==> src/rtl/flag_pkg.sv <==
package flag_pkg;
  localparam int DATA_W   = 16;
  localparam int SUM_W    = 18;
  localparam int IDX_REGS = 3;
  localparam int FLAG_W   = 2 + 2 * IDX_REGS;

  localparam logic [3:0] A_NOA = 4'd0;
  localparam logic [3:0] A_STA = 4'd1;
  localparam logic [3:0] A_ADC = 4'd3;
  localparam logic [3:0] A_SLC = 4'd4;
  localparam logic [3:0] A_SRC = 4'd5;

  localparam logic [2:0] I_LOAD = 3'd2;
  localparam logic [2:0] I_CMP  = 3'd3;

  localparam logic [15:0] W_PUSHF = 16'h0004;
  localparam logic [15:0] W_POPF  = 16'h0005;
  localparam logic [15:0] W_FTOS  = 16'h0006;

  typedef enum logic [1:0] {
    CSEL_HOLD = 2'd0,
    CSEL_MSB  = 2'd1,
    CSEL_LSB  = 2'd2
  } carrySel_t;

  typedef struct packed {
    logic                aZeroLd;
    carrySel_t           aCarrySel;
    logic [IDX_REGS-1:0] idxCarryLd;
    logic [IDX_REGS-1:0] idxZeroLd;
    logic                popLoad;
    logic                flagDrive;
  } flagCtl_t;
endpackage

==> src/rtl/flag_ctrl.sv <==
module flag_ctrl
  import flag_pkg::*;
(
  input  logic        clk,
  input  logic        rstN,
  input  logic [15:0] opWord,
  output flagCtl_t    ctl
);
  logic [3:0] aOp;
  logic [2:0] idxOp [IDX_REGS];

  assign aOp = opWord[12:9];

  genvar gi;
  generate
    for (gi = 0; gi < IDX_REGS; gi++) begin : g_idx
      // field order X, Y, S from high to low
      assign idxOp[gi] = opWord[3*(IDX_REGS-1-gi) +: 3];
      assign ctl.idxCarryLd[gi] = (idxOp[gi] == I_CMP);
      assign ctl.idxZeroLd[gi]  = (idxOp[gi] == I_CMP) || (idxOp[gi] == I_LOAD);
    end
  endgenerate

  always_comb begin
    ctl.aZeroLd = !((aOp == A_NOA) || (aOp == A_STA));
    unique case (aOp)
      A_ADC, A_SLC: ctl.aCarrySel = CSEL_MSB;
      A_SRC:        ctl.aCarrySel = CSEL_LSB;
      default:      ctl.aCarrySel = CSEL_HOLD;
    endcase
    ctl.popLoad   = (opWord == W_POPF);
    ctl.flagDrive = (opWord == W_PUSHF) || (opWord == W_FTOS);
  end

  // save and restore are never decoded together
  assert_exclusive_R8: assert property (@(posedge clk) disable iff (!rstN)
    $onehot0({ctl.popLoad, ctl.flagDrive}));

  // no-op and store on the accumulator never touch its zero flag
  assert_store_hold_R2: assert property (@(posedge clk) disable iff (!rstN)
    ((aOp == A_NOA) || (aOp == A_STA)) |-> !ctl.aZeroLd);

  // a save word implies the flags stay in place
  assert_save_quiet_R6: assert property (@(posedge clk) disable iff (!rstN)
    ctl.flagDrive |-> (!ctl.aZeroLd && ctl.aCarrySel == CSEL_HOLD &&
                       ctl.idxCarryLd == '0 && ctl.idxZeroLd == '0));
endmodule

==> src/rtl/flag_dpath.sv <==
module flag_dpath
  import flag_pkg::*;
(
  input  logic                clk,
  input  logic                rstN,
  input  flagCtl_t            ctl,
  input  logic [SUM_W-1:0]    aSum,
  input  logic                aZeroIn,
  input  logic [IDX_REGS-1:0] idxCarryIn,
  input  logic [IDX_REGS-1:0] idxZeroIn,
  input  logic [DATA_W-1:0]   intBus,
  input  logic [DATA_W-1:0]   extBusIn,
  output logic [DATA_W-1:0]   extBusOut,
  output logic [FLAG_W-1:0]   flags
);
  logic [FLAG_W-1:0] flagQ;
  logic [FLAG_W-1:0] flagLoop;
  logic [FLAG_W-1:0] flagNext;

  always_comb begin
    unique case (ctl.aCarrySel)
      CSEL_MSB: flagLoop[0] = aSum[SUM_W-1];
      CSEL_LSB: flagLoop[0] = aSum[0];
      default:  flagLoop[0] = flagQ[0];
    endcase
    flagLoop[1] = ctl.aZeroLd ? aZeroIn : flagQ[1];
  end

  genvar gi;
  generate
    for (gi = 0; gi < IDX_REGS; gi++) begin : g_idx
      assign flagLoop[2+2*gi] = ctl.idxCarryLd[gi] ? idxCarryIn[gi] : flagQ[2+2*gi];
      assign flagLoop[3+2*gi] = ctl.idxZeroLd[gi]  ? idxZeroIn[gi]  : flagQ[3+2*gi];
    end
  endgenerate

  assign flagNext = ctl.popLoad ? extBusIn[FLAG_W-1:0] : flagLoop;

  always_ff @(posedge clk or negedge rstN) begin
    if (!rstN) flagQ <= '0;
    else       flagQ <= flagNext;
  end

  assign extBusOut = ctl.flagDrive ? {{(DATA_W-FLAG_W){1'b0}}, flagQ} : intBus;
  assign flags     = flagQ;

  // restore takes the low bus bits
  assert_restore_R7: assert property (@(posedge clk) disable iff (!rstN)
    ctl.popLoad |=> (flagQ == $past(extBusIn[FLAG_W-1:0])));

  // carry from the extended result
  assert_carry_msb_R3: assert property (@(posedge clk) disable iff (!rstN)
    (ctl.aCarrySel == CSEL_MSB && !ctl.popLoad) |=> (flagQ[0] == $past(aSum[SUM_W-1])));

  // accumulator zero follows its indication
  assert_zero_load_R2: assert property (@(posedge clk) disable iff (!rstN)
    (ctl.aZeroLd && !ctl.popLoad) |=> (flagQ[1] == $past(aZeroIn)));

  // nothing selected means nothing changes
  assert_hold_R4: assert property (@(posedge clk) disable iff (!rstN)
    (!ctl.aZeroLd && ctl.aCarrySel == CSEL_HOLD && ctl.idxCarryLd == '0 &&
     ctl.idxZeroLd == '0 && !ctl.popLoad) |=> $stable(flagQ));

  // the high bus bits are clear while flags drive it
  assert_upper_zero_R6: assert property (@(posedge clk) disable iff (!rstN)
    ctl.flagDrive |-> (extBusOut[DATA_W-1:FLAG_W] == '0));
endmodule

==> src/rtl/flag_unit.sv <==
module flag_unit
  import flag_pkg::*;
(
  input  logic        clk,
  input  logic        rstN,
  input  logic [15:0] opWord,
  input  logic [17:0] aSum,
  input  logic        aZeroIn,
  input  logic [2:0]  idxCarryIn,
  input  logic [2:0]  idxZeroIn,
  input  logic [15:0] intBus,
  input  logic [15:0] extBusIn,
  output logic [15:0] extBusOut,
  output logic        flagDrive,
  output logic [7:0]  flags
);
  flagCtl_t ctl;

  flag_ctrl u_ctrl (
    .clk    (clk),
    .rstN   (rstN),
    .opWord (opWord),
    .ctl    (ctl)
  );

  flag_dpath u_dpath (
    .clk        (clk),
    .rstN       (rstN),
    .ctl        (ctl),
    .aSum       (aSum),
    .aZeroIn    (aZeroIn),
    .idxCarryIn (idxCarryIn),
    .idxZeroIn  (idxZeroIn),
    .intBus     (intBus),
    .extBusIn   (extBusIn),
    .extBusOut  (extBusOut),
    .flags      (flags)
  );

  assign flagDrive = ctl.flagDrive;
endmodule

==> config.mk <==
export PLATFORM = sky130hd
export DESIGN_NAME = flag_unit
export DESIGN_NICKNAME = d
export VERILOG_FILES = /design/src/rtl/flag_pkg.sv /design/src/rtl/flag_ctrl.sv /design/src/rtl/flag_dpath.sv /design/src/rtl/flag_unit.sv
export SDC_FILE = /design/constraint.sdc
export NUM_CORES = 1
export LEC_CHECK = 0
export ABC_AREA = 0
export BUFFER_PORTS_ARGS = -buffer_cell sky130_fd_sc_hd__buf_4
export CAP_MARGIN = 0
export CORE_UTILIZATION = 26
export CTS_CLUSTER_DIAMETER = 60
export CTS_CLUSTER_SIZE = 8
export DETAILED_ROUTE_END_ITERATION = 10
export PLACE_DENSITY = 0.85
export SYNTH_ARGS = -nofsm -noshare
export SYNTH_HDL_FRONTEND = slang
export SYNTH_SLANG_ARGS = --single-unit
==> constraint.sdc <==
create_clock -name clk -period 1.3 [get_ports clk]
set_clock_uncertainty 0.1 [all_clocks]
set_input_delay 0.065 -clock clk [delete_from_list [all_inputs] [get_ports clk]]
set_output_delay 0.065 -clock clk [all_outputs]
set_load 0.01 [all_outputs]
==> results of run 1 <==
kinds of logic (layout without fill, tap and decap cells):
family / Yosys count / after routing / synth area share, %
AND/OR/NAND/NOR: 24 / 24 / 24.0
multiplexers: 23 / 23 / 38.5
flip-flops: 8 / 8 / 29.7
AO/OA/AOI/OAI: 5 / 5 / 6.13
buffers and inverters: 2 / 102 / 1.67
layer usage:
metal / wire [µm] / part of all wire, % / up-vias / GRT usage (%)
met4: 38 / 1.4 / 0 / 9.21
met2: 1390 / 51 / 66 / 38.0
li1: - / - / 434 / -
met5: 0 / 0 / - / 0
met3: 269 / 9.9 / 6 / 3.45
met1: 1020 / 37 / 429 / 17.9
what timing repair did:
item	in CTS	in global routing
gates cloned	1	0
hold buffers	9	0
pin swaps	4	2
setup buffers	1	1
resized for setup	34	14
endpoints found under the setup margin	25	25
hold endpoints to repair	16	0
power by group through the flow:
stage	Clock (mW)	Sequential, mW	Combinational (mW)
2_1_floorplan	0	0.339	0.141
3_3_place_gp	0	0.322	0.420
3_5_place_dp	0	0.325	0.431
4_1_cts	0.195	0.324	0.500
5_1_grt	0.212	0.330	0.550
6_report	0.187	0.324	0.515
worst max-delay path: stages:
cell and delay, ns:
buf_6 0.10, nor4_4 0.26, nand4_1 0.13, buf_6 0.15
nor2_4 0.13, buf_6 0.15, mux2_4 0.30, buf_6 0.12
worst paths after layout:
| kind | start | to | cells after the start | slack [ns] |
|---|---|---|---|---|
| setup / recovery | opWord[15] | extBusOut[1] | 8 | -0.27 |
| hold / removal | rstN | u_dpath.flags[5]$_DFFE_PN0P_ | 2 | 0.07 |
| setup reg to reg | u_dpath.flags[0]$_DFFE_PN0P_ | u_dpath.flags[0]$_DFFE_PN0P_ | 4 | 0.06 |
| hold reg to reg | u_dpath.flags[3]$_DFFE_PN0P_ | u_dpath.flags[3]$_DFFE_PN0P_ | 2 | 0.58 |
| max in group asynchronous | rstN | u_dpath.flags[3]$_DFFE_PN0P_ | 2 | 0.90 |
| min in group clk | idxCarryIn[1] | u_dpath.flags[4]$_DFFE_PN0P_ | 3 | 0.08 |
cell type report:
class / count / area (µm²) / area share [%]
inverter: 1 / 3.75 / 0.221
timing repair buffer: 98 / 856 / 50.3
multi-input combinational: 52 / 582 / 34.2
clock buffer: 3 / 22.5 / 1.32
tap: 30 / 37.5 / 2.21
sequential: 8 / 200 / 11.8
metrics by stage:
stage	util (%)	hold WS [ns]	setup TNS (ns)
after CTS	66.8	0.0608	-3.80
after global placement	56.5	-0.210	-8.40
after floorplan	-	-0.331	-2.06
after global routing	69.3	0.0712	-5.32
final	69.3	0.0683	-3.65
after detailed placement	56.5	-0.208	-8.59
cells in the final DEF (no fill, tap or decap), types with 3 or more instances in the layout:
| cell type | Yosys | layout |
|---|---|---|
| buf_4 | 1 | 64 |
| nand2_1 | 3 | 3 |
| dfrtp_1 | 8 | 8 |
| dlygate4sd3_1 | 0 | 9 |
| mux2_4 | 0 | 16 |
| nor2b_4 | 0 | 3 |
| buf_6 | 0 | 24 |
| clkbuf_4 | 0 | 3 |
| nor2b_1 | 11 | 8 |
| mux2_2 | 23 | 7 |
==> run metrics, run 1 <==
final instance area ~1700 µm²; GR Overflow Total 0; Req. time, crit path 1.13 ns; clk slew on worst S/H paths 0.05 ns; # rows 18; Synth Register Bits 8; number of I/O pins 100; post-layout min period about 1.6 ns; Max IR drop VDD between 0.5 and 0.6 mV; max reg flops 8; Reg power frac between 30% and 40%; Main synth FF type dfrtp_1; diode count 0; final setup margin -0.265 ns; Total GRT Usage between 10% and 20%; share of cells above drive strength 1 77.8%; Setup WS pre-CTS -0.405 ns; TritonCTS Buffers 3; Filler Cells Inserted about 180; worst-path maximum fanout 4; synth top area cells mux2_2, dfrtp_1, nor2b_1; latest clock arrival within the worst-skew pair ~0.25 ns; setup violators final 25; Max-Cap Viols 0; Finished Layout Cells approximately 190; Die ar. ~2800 µm²; Sw Pwr about 280 µW; starting density of the core around 27%; Total Power roughly 1.0 mW; Slew Viols, Final 0; CTS H-tree lvls 1; CP Capture Type output pin; GPL Wtd Cong a little under 0.7; Pint 746 µW; Tightest Pin Transition 0.242 ns; Vias roughly 940; initial antenna violation count 0; pwr dens 603 nW/µm²; WL/cell approximately 14 µm; remaining antenna violation count 0; Post-Syn Nets ~140; asr flop ratio synth 100%; DRT Pass-1 Iters 4; # DRC 0; CTS root buf clkbuf_4; Setup Crit Path Kind input port to output pin; dpl cells 177; period utilization 120%; Sw Share 27.3%; combinational power share between 50% and 60%; Core Area about 2500 µm²; post-synth top area cell mux2_2; most common cell in the netlist mux2_2; Yosys cell types 20; RSZ-0062 raised after global routing yes; Sink Count 8; Layout area overhead 153%; failing checks setup timing; Slew HR approximately 84%; Yosys top cell area share approximately 38%; CP arrival between 1 and 1.5 ns; Die Y 52.9 µm; P_leak between 0.8 and 0.9 nW; DR vias/cell approximately 4.9; syn_area_per_cell 10.9 µm²; clock power share 18.2%; CTS max path bufs 2; Syn Inst Count 62; vias in the first global route roughly 900; largest net degree at the start of global routing 9; drt initial violations 10; number of synthesis warnings 0; DP HPWL roughly 1900 µm; global-route wire length before repair between 3000 and 4000 µm; sequential share of the synthesized area ~30%; synth cell count leaders mux2_2, nor2b_1, dfrtp_1, nand2_1, nor4_1; DP Area around 1400 µm²; Setup crit start kind input port; Post-synth EDFFs 0; Synth Cell Area between 600 and 700 µm²; CTS tree built; status complete, but fails checks; Final #Nets 239; IO Port Bufs 75; fmax 639 MHz; final hold vios 0; Die W around 53 µm; Worst Hold Class input port to asynchronous set/reset pin; total wire length ~2700 µm
(Power assumes the default switching activity.)
==> inputs of run 2 (changes only) <==
Settings changed: CORE_UTILIZATION 26 to 31, PLACE_DENSITY 0.85 to 0.94.
Clock period 1.3 ns to 1.9 ns, I/O delays scaled along.
==> run 2 against run 1 <==
Against the previous run: critical path type unchanged; combinational power shrank 44%; non-clock buffer count fell by 8; cell count down 5.7%; sequential power fell by 32%; clock-buffer cell count stayed put; clock power is 28% lower; core utilization increased by 2.2 points; the flow now finishes without violations; register-to-register slack gained 0.54 ns; hold slack improved by 0.018 ns; routed wire length down 7.3%.
==> run metrics, run 2 (same netlist as run 1, synthesis figures left out) <==
status finished, final reports clean; Tightest Pin Transition 0.320 ns; # DRC 0; pwr dens 451 nW/µm²; Final #Nets ~230; final setup margin ~0.12 ns; Die W just under 50 µm; Core Area approximately 2000 µm²; setup violators final 0; DP Area about 1300 µm²; Worst Hold Class input port to asynchronous set/reset pin; Die Y 48.6 µm; latest clock arrival within the worst-skew pair 0.25 ns; share of cells above drive strength 1 between 70% and 80%; met2 WL post-DR approximately 1400 µm; fmax roughly 560 MHz; CP dominant cell by count buf_4; GPL Wtd Cong 0.711; CTS root buf clkbuf_4; Layout area overhead 113%; Sink Count 8; Largest stage delay, worst path roughly 0.33 ns; Vias about 900; CTS H-tree lvls 1; final instance area about 1400 µm²; IO Port Bufs between 70 and 80; Worst path top cell family by delay simple AND/OR/NAND/NOR gates; Total GRT Usage between 20% and 30%; terminus of the critical flop-to-flop path u_dpath.flags[0]$_DFFE_PN0P_; starting density of the core between 30% and 40%; Max-Cap Viols 0; most common cell after layout, fill and taps aside buf_4; drt initial violations 12; post-layout min period roughly 1.8 ns; Final Core Density 71.6%; # rows 16; initial antenna violation count 0; Reg2Reg Setup Slack roughly 0.6 ns; RSZ-0062 raised after global routing no; vias in the first global route about 900; Reg-to-Reg Start u_dpath.flags[0]$_DFFE_PN0P_; worst path bufs/invs 3; Die ar. roughly 2400 µm²; DR vias/cell between 4 and 5; number of I/O pins 100; largest net degree at the start of global routing 13; M1 wire length around 870 µm; Max IR drop VDD approximately 0.42 mV; Setup crit start kind input port; clk slew on worst S/H paths ~0.060 ns; global-route wire length before repair a little over 4000 µm; R2R cell count 4; Slew Viols, Final 0; post_cts resized 0; Slowest cell on crit path mux2_2; diode count 0; Total Power around 650 µW; DR top layer met4; max reg flops 8; WL/cell around 14 µm; critical path launch point opWord[9]; period utilization between 90% and 100%; Slew HR about four fifths; total wire length 2520 µm; CP Capture Type output pin; DRT Pass-1 Iters 5; final hold vios 0; Filler Cells Inserted 166; remaining antenna violation count 0; Setup Crit Path Kind input port to output pin; CP Cell Sequence buf_4 -> nor4_1 -> nand4_1 -> nor2_4 -> buf_4 -> mux2_2 -> buf_4; setup TNS 0 ns; CP arrival ~1.6 ns; WL met3 253 µm; GR Overflow Total 0; Setup WS pre-CTS about 0.028 ns; DP HPWL 2030 µm; CTS tree built; P_leak approximately 0.7 nW; TritonCTS Buffers 3; commonest non-fill, non-tap cells in the layout buf_4, mux2_2, nor2b_1; worst-path maximum fanout 5; Req. time, crit path about 1.7 ns; CTS max path bufs 2
run 2: worst max-delay path by stage:
stage                   end  slack, ns  depth (start not counted)
2_1_floorplan  extBusOut[3]       0.33                          5
3_3_place_gp   extBusOut[4]       0.05                          7
3_5_place_dp   extBusOut[4]       0.03                          7
4_1_cts        extBusOut[4]       0.02                          7
5_1_grt        extBusOut[2]      0.008                          7
6_report       extBusOut[4]       0.12                          7
run 2: timing repair:
action	4_1_cts	5_1_grt
hold buffers	9	0
endpoints found under the hold margin	16	0
setup buffers	0	1
endpoints found under the setup margin	0	8
run 2: layout make-up:
type | instances | area [µm²] | share of cell area [%]
Clock buffer | 3 | 22.5 | 1.57
Inverter | 1 | 3.75 | 0.262
Multi-Input combinational cell | 52 | 462 | 32.2
Sequential cell | 8 | 200 | 14.0
Tap cell | 27 | 33.8 | 2.36
Timing Repair Buffer | 90 | 711 | 49.6
run 2: power by group:
group / internal, mW / switching, mW / total (mW)
registers: 0.198 / 0.0230 / 0.221
clock network: 0.0726 / 0.0628 / 0.135
logic: 0.193 / 0.0970 / 0.290
run 2: routing by layer:
metal | global-route usage, % | vias to the layer above
met5 | 0 | -
met4 | 10.3 | 0
met3 | 6.92 | 6
met2 | 43.3 | 66
met1 | 22.0 | 390
li1 | - | 417
run 2: per-stage QoR:
step                hold slack (ns)  std cells
floorplan                    -0.301         62
global placement             -0.179        168
detailed placement           -0.174        168
CTS                          0.0898        180
global route                  0.105        181
finish                       0.0861        181
==> inputs of run 3 (changes only) <==
Settings changed: CORE_UTILIZATION 31 to 29, PLACE_DENSITY 0.94 to 0.89.
Clock period 1.9 ns to 1.8 ns, I/O delays scaled along.
==> run 3 against run 2 <==
Against the previous run: non-clock buffer count unchanged; first-iteration DRC count shrank 42%; sequential share of layout area down 0.20 points; cell count up 0.55%; sequential cell count stayed put; clock power up 6%; global-route usage fell by 2.5 points; critical endpoint is now extBusOut[3]; largest power group unchanged.
==> run metrics, run 3 (same netlist as run 1, synthesis figures left out) <==
commonest non-fill, non-tap cells in the layout buf_4, mux2_2, nor2b_1; number of I/O pins 100; initial antenna violation count 0; max reg flops 8; Die ar. roughly 2500 µm²; remaining antenna violation count 0; Tightest Pin Transition between 0.2 and 0.25 ns; global-route wire length before repair 3820 µm; pwr dens approximately 470 nW/µm²; # rows 17; Die Y 50.2 µm; Reg2Reg Setup Slack approximately 0.53 ns; GPL Wtd Cong around 0.68; Slew Viols, Final 0; final hold vios 0; latest clock arrival within the worst-skew pair 0.25 ns; starting density of the core 30.7%; Slew HR about 84%; footprint of the multi-input gates roughly 480 µm²; setup TNS 0 ns; post-layout min period 1.75 ns; Layout area overhead 116%; WL/cell between 10 and 15 µm; GR Overflow Total 0; Max-Cap Viols 0; Die W about 50 µm; CP endpoint extBusOut[3]; diode count 0; Vias between 800 and 900; most common cell after layout, fill and taps aside buf_4; DRT Pass-1 Iters 3; # DRC 0; flip-flop and latch area ~200 µm²; vias in the first global route 920; P_leak ~0.7 nW; DR vias/cell between 4 and 5; Setup Crit Path Kind input port to output pin; Total Power 689 µW; Final #Nets approximately 230; fmax 573 MHz; R2R cell count 4; CP arrival ~1.6 ns; RSZ-0062 raised after global routing yes; clk slew on worst S/H paths around 0.06 ns; terminus of the critical flop-to-flop path u_dpath.flags[0]$_DFFE_PN0P_; Sink Count 8; Worst Hold Class input port to register; largest net degree at the start of global routing 13; CTS tree built; share of cells above drive strength 1 between 70 and 80%; CTS max path bufs 2; CTS H-tree lvls 1; Filler Cells Inserted 170; total wire length ~2600 µm; period utilization between 90% and 100%; Req. time, crit path between 1.5 and 2 ns; status finished, final reports clean; worst-path maximum fanout 12; critical path launch point opWord[5]; Total GRT Usage roughly 20%; Setup crit start kind input port; DP HPWL 2100 µm; Reg-to-Reg Start u_dpath.flags[0]$_DFFE_PN0P_; setup violators final 0; CTS root buf clkbuf_4; TritonCTS Buffers 3; CP Capture Type output pin; Core Area about 2200 µm²; Max IR drop VDD slightly below 0.4 mV; drt initial violations 7; IO Port Bufs 75
==> run 3: critical path, stage by stage <==
cell	delay, ns
buf_4	0.13
nor4_4	0.28
nand4_1	0.13
buf_4	0.18
nor2_4	0.13
buf_12	0.14
mux2_2	0.34
buf_4	0.14
==> run 3: cell type report <==
cell class / instances / area share, %
Timing Repair Buffer: 90 / 48.9
Multi-Input combinational cell: 52 / 33.1
Sequential cell: 8 / 13.8
Tap cell: 28 / 2.41
Clock buffer: 3 / 1.55
Inverter: 1 / 0.258
==> run 3: worst min-delay path by stage <==
stage | startpoint | to | slack [ns] | cells after the start
2_1_floorplan | rstN | u_dpath.flags[0]$_DFFE_PN0P_ | -0.31 | 0
3_3_place_gp | rstN | u_dpath.flags[5]$_DFFE_PN0P_ | -0.18 | 1
3_5_place_dp | rstN | u_dpath.flags[5]$_DFFE_PN0P_ | -0.18 | 1
4_1_cts | rstN | u_dpath.flags[6]$_DFFE_PN0P_ | 0.08 | 2
5_1_grt | idxCarryIn[1] | u_dpath.flags[4]$_DFFE_PN0P_ | 0.1 | 3
6_report | idxCarryIn[1] | u_dpath.flags[4]$_DFFE_PN0P_ | 0.09 | 3
==> run 3: through the flow <==
stage,util (%),hold slack [ns],worst slack [ns],cells,instance area [µm²]
2_1_floorplan,-,-0.306,0.240,62,673
3_3_place_gp,60.0,-0.184,-0.0577,169,1310
3_5_place_dp,60.0,-0.182,-0.101,169,1310
4_1_cts,65.7,0.0839,0.00773,182,1440
5_1_grt,66.4,0.0967,-0.00546,182,1450
6_report,66.4,0.0920,0.0533,182,1450
==> run 3: timing repair <==
item / 4_1_cts / 5_1_grt
hold endpoints to repair: 16 / 0
setup endpoints to repair: 8 / 8
gates resized for setup: 1 / 2
hold buffers: 9 / 0
buffers inserted: 1 / 0
pin swaps: 1 / 0
==> run 3: metal layers <==
metal	routed length [µm]	up-vias	share of wire [%]	GRT usage (%)
li1	-	412	-	-
met1	914	389	35	18.8
met2	1460	55	56	42.4
met3	201	2	7.7	3.64
met4	16	0	0.62	6.67
met5	0	-	0	0
==> run 3: report_power, final <==
part,switching [mW],leakage (nW),internal [mW]
combinational,0.106,0.594,0.205
sequential,0.0255,0.0941,0.209
clock,0.0663,0.0138,0.0767
total,0.198,0.702,0.491
